**src/rtl/win_watchdog.sv**
```systemverilog
module win_watchdog #(
  parameter int TW = 16,
  parameter int CW = 5
) (
  input  logic          clk,
  input  logic          rst_n,
  input  logic          enable,
  input  logic          tick,
  input  logic          trigger,
  input  logic [TW-1:0] closed_len,
  input  logic [TW-1:0] open_len,
  input  logic [CW-1:0] fail_limit,
  input  logic          flag_clr,
  output logic [CW-1:0] fail_count,
  output logic          ovf_flag,
  output logic          valid_pulse,
  output logic          invalid_pulse
);

  localparam logic [CW-1:0] CNT_MAX = '1;

  logic          in_open;
  logic [TW-1:0] tmr;

  logic [TW:0]   tmr_nxt_w;
  logic          closed_done, open_done;
  logic          good_ev, bad_ev;
  logic [CW:0]   sum2;
  logic [CW-1:0] cnt_up, cnt_dn, cnt_nxt;

  assign tmr_nxt_w   = {1'b0, tmr} + 1'b1;
  assign closed_done = tick && !in_open && (tmr_nxt_w >= {1'b0, closed_len});
  assign open_done   = tick &&  in_open && (tmr_nxt_w >= {1'b0, open_len});

  assign good_ev = enable && trigger && in_open;
  assign bad_ev  = enable && ((trigger && !in_open) || (!trigger && open_done));

  assign sum2    = {1'b0, fail_count} + (CW+1)'(2);
  assign cnt_up  = (sum2 > {1'b0, CNT_MAX}) ? CNT_MAX : sum2[CW-1:0];
  assign cnt_dn  = (fail_count == '0) ? '0 : fail_count - 1'b1;
  assign cnt_nxt = bad_ev ? cnt_up : (good_ev ? cnt_dn : fail_count);

  always_ff @(posedge clk) begin
    if (!rst_n) begin
      in_open <= 1'b0;
      tmr     <= '0;
    end else if (!enable || good_ev || bad_ev) begin
      in_open <= 1'b0;
      tmr     <= '0;
    end else if (closed_done) begin
      in_open <= 1'b1;
      tmr     <= '0;
    end else if (tick) begin
      tmr     <= tmr_nxt_w[TW-1:0];
    end
  end

  always_ff @(posedge clk) begin
    if (!rst_n) begin
      fail_count    <= '0;
      ovf_flag      <= 1'b0;
      valid_pulse   <= 1'b0;
      invalid_pulse <= 1'b0;
    end else begin
      fail_count    <= cnt_nxt;
      valid_pulse   <= good_ev;
      invalid_pulse <= bad_ev;
      if ((good_ev || bad_ev) && (cnt_nxt > fail_limit))
        ovf_flag <= 1'b1;
      else if (flag_clr)
        ovf_flag <= 1'b0;
    end
  end

endmodule

```
**config.mk**
```make
export PLATFORM = sky130hd
export DESIGN_NAME = win_watchdog
export DESIGN_NICKNAME = d
export VERILOG_FILES = /design/src/rtl/win_watchdog.sv
export SDC_FILE = /design/constraint.sdc
export NUM_CORES = 1
export LEC_CHECK = 0
export ABC_AREA = 1
export ABC_CLOCK_PERIOD_IN_PS = 5500
export BUFFER_PORTS_ARGS = -buffer_cell sky130_fd_sc_hd__buf_2
export CORE_UTILIZATION = 41
export CTS_CLUSTER_DIAMETER = 80
export DETAILED_ROUTE_END_ITERATION = 10
export PLACE_DENSITY_LB_ADDON = 0.15
export SLEW_MARGIN = 0
export SYNTH_ARGS = -nofsm -noshare
export SYNTH_HDL_FRONTEND = slang
export SYNTH_SLANG_ARGS = --single-unit
```
**constraint.sdc**
```tcl
create_clock -name clk -period 5.5 [get_ports clk]
set_input_delay 0.275 -clock clk [delete_from_list [all_inputs] [get_ports clk]]
set_output_delay 0.275 -clock clk [all_outputs]
set_load 0.02 [all_outputs]
```
## Word level (Yosys, flattened, before mapping)

Cells that the tools add are included.
W data, S select, Z words.

| cells by class | value |
|---|---|
| reduce and logical (&&, ||, !) cells | 21 |
| mux-type cells | 6 |
| add/subtract/negate cells | 3 |
| bitwise logic cells | 1 |
| magnitude comparators | 4 |

Operators by type and width:

| kind | number |
|---|---|
| $ge A17 B16 Y1 | 2 |
| $mux W5 | 4 |
| $add A16 B1 Y17 const B | 1 |
| $logic_and A1 B1 Y1 | 10 |
| $add A5 B2 Y6 const B | 1 |
| $gt A6 B5 Y1 const B | 1 |
| $gt A5 B5 Y1 | 1 |
| $logic_not A5 Y1 | 1 |
| $sub A5 B1 Y5 const B | 1 |
| $logic_or A1 B1 Y1 | 4 |
| $logic_not A1 Y1 | 3 |
| $reduce_or A3 Y1 | 1 |
| $mux W1 | 2 |
| $reduce_bool A2 Y1 | 1 |
| $reduce_or A2 Y1 | 1 |
| $not A1 Y1 | 1 |

| word-level totals | value |
|---|---|
| register bits after elaboration | 25 |
| input port bits | 43 |
| output and inout bits | 8 |

## Logic depth before layout (Yosys ltp)

| depth | value |
|---|---|
| depth after elaboration | 10 |
| gate-level depth with buffers | 32 |
| gate-level depth less buffers | 32 |

## Worst setup path after synthesis

OpenSTA, ideal clock, no wires.

| timing path | value |
|---|---|
| kind | register to register |
| from | register tmr[0] |
| to | register ovf_flag |
| setup slack | 1.978 ns |
| data required time | 5.430 ns |
| path buffers | 0 |
| clock period less this slack | 3.522 ns |
| arrival time | 3.452 ns |
| stages on the path, launching flop included | 32 |
| cell sequence | dfxtp_1 > ha_1 > nand3_2 > nor2_4 > nand2_4 > nor2_4 > nand2_2 > nor2_1 > nor2_1 > nor2_1 > inv_1 > ha_1 > nand2_1 > nor2_1 > nand2_1 > o21ai_0 > nand2_1 > nand2_1 > nor2_1 > nand2_1 > nand2_2 > nand2_4 > nand3_1 > nand2_1 > inv_1 > ha_1 > inv_1 > nor4_1 > nor3_1 > a22oi_1 > nand3_1 > a21oi_1 |

| on the way | value |
|---|---|
| cells in the longest elaborated chain, start to end | 10 |
| elaborated cells on any way between the ends | 12 |
| classes of those cells | add/sub: 1; order compare: 2; mux: 2; reduce/logical: 7 |

Ends and longest elaborated chain:

| item | RTL line | source |
|---|---|---|
| from (decl) | 23 | `logic [TW-1:0] tmr;` |
| from (signal assigned) | 54 | `tmr <= tmr_nxt_w[TW-1:0];` |
| $add A16 B1 Y17 * | 31 | `assign tmr_nxt_w = {1'b0, tmr} + 1'b1;` |
| net tmr_nxt_w[14] | 25 | `logic [TW:0] tmr_nxt_w;` |
| $ge A17 B16 Y1 * | 33 | `assign open_done = tick && in_open && (tmr_nxt_w >= {1'b0, open_len});` |
| $logic_and A1 B1 Y1 * | 33 |  |
| $logic_and A1 B1 Y1 * | 36 | `assign bad_ev = enable && ((trigger && !in_open) \|\| (!trigger && open_done));` |
| $logic_or A1 B1 Y1 * | 36 |  |
| $logic_and A1 B1 Y1 * | 36 |  |
| $mux W5 * | 41 | `assign cnt_nxt = bad_ev ? cnt_up : (good_ev ? cnt_dn : fail_count);` |
| net cnt_nxt[1] | 29 | `logic [CW-1:0] cnt_up, cnt_dn, cnt_nxt;` |
| $gt A5 B5 Y1 * | 68 | `if ((good_ev \|\| bad_ev) && (cnt_nxt > fail_limit))` |
| $logic_and A1 B1 Y1 * | 68 |  |
| $mux W1 / $reduce_bool A2 Y1 (equally long branches) | - |  |
| to (signal assigned) | 61 | `ovf_flag <= 1'b0;` |
| to (signal assigned) | 69 | `ovf_flag <= 1'b1;` |
| to (signal assigned) | 71 | `ovf_flag <= 1'b0;` |
| to (decl) | 15 | `output logic ovf_flag,` |

The timed path passes the listed nets; every way through them passes the cells marked *.
A chain may end at the register's enable or synchronous reset.

## Worst setup path in the final report

Ends and elaborated chain as after synthesis.

==> run summary <==
The number of setup violations in the final report was 0; the insertion delay of the later-clocked pin in the worst-skew pair was 270 ps. The area growth from synthesis to layout is 13.26%. The net count of the finished layout was 556; the design internal power was 277.3 uW. Post-CTS repair changed the size of 0 cells. The die width works out to 83.57 um. During synthesis, Yosys emitted a total of 0 warnings. The clock edge transition at the registers on the reported setup and hold paths is 100 ps. Counting every instance in the synthesized netlist gives 421. The part of the power in the clock network came out at 27.7%. In this run the remaining antenna-violating nets after routing total 0.

When the netlist entered floorplanning its net count stood at 506. The share of final-layout standard cells stronger than drive strength 1 was 17.66%. The total power divided by cell area is 130.1 mW/mm2, and the hold violation count in the final report is 0. By instance count, the leading cell after synthesis is sky130_fd_sc_hd__inv_1.

The depth of the CTS H-tree was 1; the boundary pin count was 51. The synthesized design spends more area on one cell type than any other, namely sky130_fd_sc_hd__ha_1. For the maximum clock insertion buffer count, the log shows 2.

The time the worst path needs with I/O delays and setup is 4177 ps. The clock tree root buffer cell was sky130_fd_sc_hd__clkbuf_8. The tools report the number of global-route vias before repair as 2483. Final max-slew violation count: 0. The logs give 4 for the number of detailed-route iterations in the first pass and 25.1% for the combinational group share of total power. By count the netlist is led by 98 x sky130_fd_sc_hd__inv_1, 89 x sky130_fd_sc_hd__nand2_1, 42 x sky130_fd_sc_hd__ha_1. Static timing analysis puts the maximum clock frequency at 239.4 MHz.

VDD sags by at most 0.00008724 V. The detailed router finished its first iteration with 90 violations. For the worst setup path, the data required time is 5710 ps. The logs give 0 for the number of remaining DRC errors and 1.746 nW for the leakage power summed over all cells. The tightest min-delay check is of the primary input to flip-flop type.

By area the synthesized netlist is led by sky130_fd_sc_hd__ha_1 19%, sky130_fd_sc_hd__dfxtp_1 18%, sky130_fd_sc_hd__inv_1 13%, sky130_fd_sc_hd__nand2_1 12%, sky130_fd_sc_hd__nor2_1 4.8%. The logs give 0 for the final global-route overflow total and 0.002728 mm2 for the netlist area before placement. Setup total negative slack on the finished layout was measured at 0 ps. The number of buffers added by the clock tree synthesis step was 3; the average size of a mapped cell was 6.479 um2.

The first global-routing pass estimated 11.03 mm of wire. The worst relative slew slack came out at 27.58%. The tools report the full die area as 0.006983 mm2. The most used flip-flop cell after synthesis is sky130_fd_sc_hd__dfxtp_1. Along the worst path, the maximum fanout reaches 7. Share of synthesized area occupied by flip-flops and latches: 18.35%. The most frequent cell on the critical path was sky130_fd_sc_hd__nand2_1. For the pin with the worst max-slew slack, the measured transition is 1086 ps. Number of enable flip-flop cells after synthesis: 0. The delay of the slowest cell on the worst path is 430 ps, and the number of different library cells in the post-synthesis netlist is 35.

Final cell utilization of the core: 48.37%. The run gives 0.8986 as the weighted congestion reported at the end of routability-driven placement. STA classifies the critical path startpoint as a flip-flop. The HPWL reported at the end of detailed placement was 5.027 mm; the number of storage elements in the synthesis netlist was 25. The number of setup buffers added after CTS is 0. The critical path class is flip-flop to flip-flop.

Floorplan die height: 83.57 um. At the placement stage, the worst setup path has a slack of 1359 ps. Setup repair after global routing left no endpoint under its margin.

The top cell type by area accounts for 19.27% of the synthesized area. The final clock period utilization by the worst path was 75.95%; the number of rows created at floorplan was 29. The clock tree skew after final layout came out at 11.36 ps.

The share of total power dissipated in sequential elements is 47.2%. The initial utilization of the core area, before any placement, comes to 42.71%. The net switching share of the total power came out at 30.99%. The run gives 124.5 uW as the net load switching power. For the endpoint arrival time on the critical path, the log shows 4380 ps. The flow ran to the end, and the final reports show no timing, DRC or antenna violations.

The routed layout has 2522 vias. The all-layer global routing usage is 18.77%, and the pin count of the biggest net entering global routing is 22. The run gives 0 as the hold buffer count at cts.

The highest-delay cell along the critical path is sky130_fd_sc_hd__dfxtp_1. After detailed routing, the total wire length is 5.960 mm. The proportion of register bits with asynchronous set or reset after synthesis was 0%. Detail-routed via count per cell: 4.611. The tools report the capturing element type of the critical path as a flip-flop. The total area inside the core boundary comes to 0.006386 mm2. Setup slack on the critical path of the routed design comes to 1323 ps.

TritonCTS built the clock tree. The routed length per instance was 10.90 um. For the antenna cell count, the log shows 0. The number of antenna violations at the first check in global routing is 0, and the max-capacitance violation count is 0. Number of buffer cells added on primary ports: 50. The clock net in this run drives a total of 25 sinks.
-- worst max-delay path: cells and delay by family (launching register included) --
family	cells	cell delay [ps]
AOI/OAI and AO/OA	3	430
adders and majority gates	3	820
buffers and inverters	3	200
DFF	1	430
and+or+nand+nor	22	2220
-- per-stage QoR --
step	cell area [um2]	hold WS [ps]	total power, mW	std cells
CTS	3089	254.0	0.4102	547
detailed placement	3040	472.2	0.2953	543
floorplan	2728	435.7	0.2621	421
global route	3089	265.5	0.4350	547
finish	3089	256.7	0.4019	547
global placement	3040	470.6	0.2941	543
-- layer usage --
metal  vias to the layer above  GRT usage (%)  routed length [um]
met2                        42          30.60                2538
met4                         0          1.387                  16
met5                         -              0                   0
met3                         2          2.374                 196
met1                      1064          27.45                3208
li1                       1414              -                   -
-- kinds of logic (layout without fill, tap and decap cells) --
kind of cell	after synthesis	in the layout	share of synthesized area (%)
mux	2	2	0.7340
flops	25	25	18.35
buf+inv	105	154	15.00
fa+ha+maj	42	42	19.27
simple gates	196	196	35.51
compound gates	42	42	8.257
xor+xnor	9	9	2.890
-- registers in the layout, indices dropped and copies added, names as in the netlist --
signal         count
tmr               16
fail_count         5
in_open            1
invalid_pulse      1
ovf_flag           1
valid_pulse        1
-- placed cells by master, fill, tap and decap left out, drive strengths merged --
cell type / n
a21o: 1
ha: 42
nand4: 4
clkinvlp: 1
mux2i: 2
buf: 50
o21bai: 1
nand2: 95
xor2: 8
nand3: 20
nor3b: 1
xnor2: 1
dfxtp: 25
a22oi: 1
o22ai: 1
a211oi: 1
o21ai: 22
nor4: 3
nor3: 28
clkbuf: 3
inv: 99
and2: 3
nor2: 42
a21oi: 15
clkinv: 1
-- final cells by class --
cell class | instances | area, um2
well taps | 77 | 96.34
repair buffers | 50 | 250.2
clock inverters | 1 | 7.507
fillers | 702 | 3297
inverters | 100 | 375.4
flip-flops and latches | 25 | 500.5
clock buffers | 3 | 41.29
multi-input cells | 291 | 1818
-- path summary, 6_finish.rpt --
check	endpoint	slack, ps	from	depth (start not counted)
setup / recovery	ovf_flag$_SDFFE_PN0P_	1320	tmr[0]$_SDFFE_PP0P_	31
hold / removal	ovf_flag$_SDFFE_PN0P_	260	flag_clr	4
setup reg to reg	ovf_flag$_SDFFE_PN0P_	1320	tmr[0]$_SDFFE_PP0P_	31
hold reg to reg	ovf_flag$_SDFFE_PN0P_	490	ovf_flag$_SDFFE_PN0P_	2
-- power by group through the flow --
stage,sequential (mW),combinational [mW],clock (mW)
floorplan,0.197,0.0651,0
global placement,0.194,0.100,0
detailed placement,0.194,0.101,0
CTS,0.190,0.102,0.118
global route,0.191,0.119,0.126
finish,0.190,0.101,0.111
No activity file was read; power rests on OpenSTA's default activity.
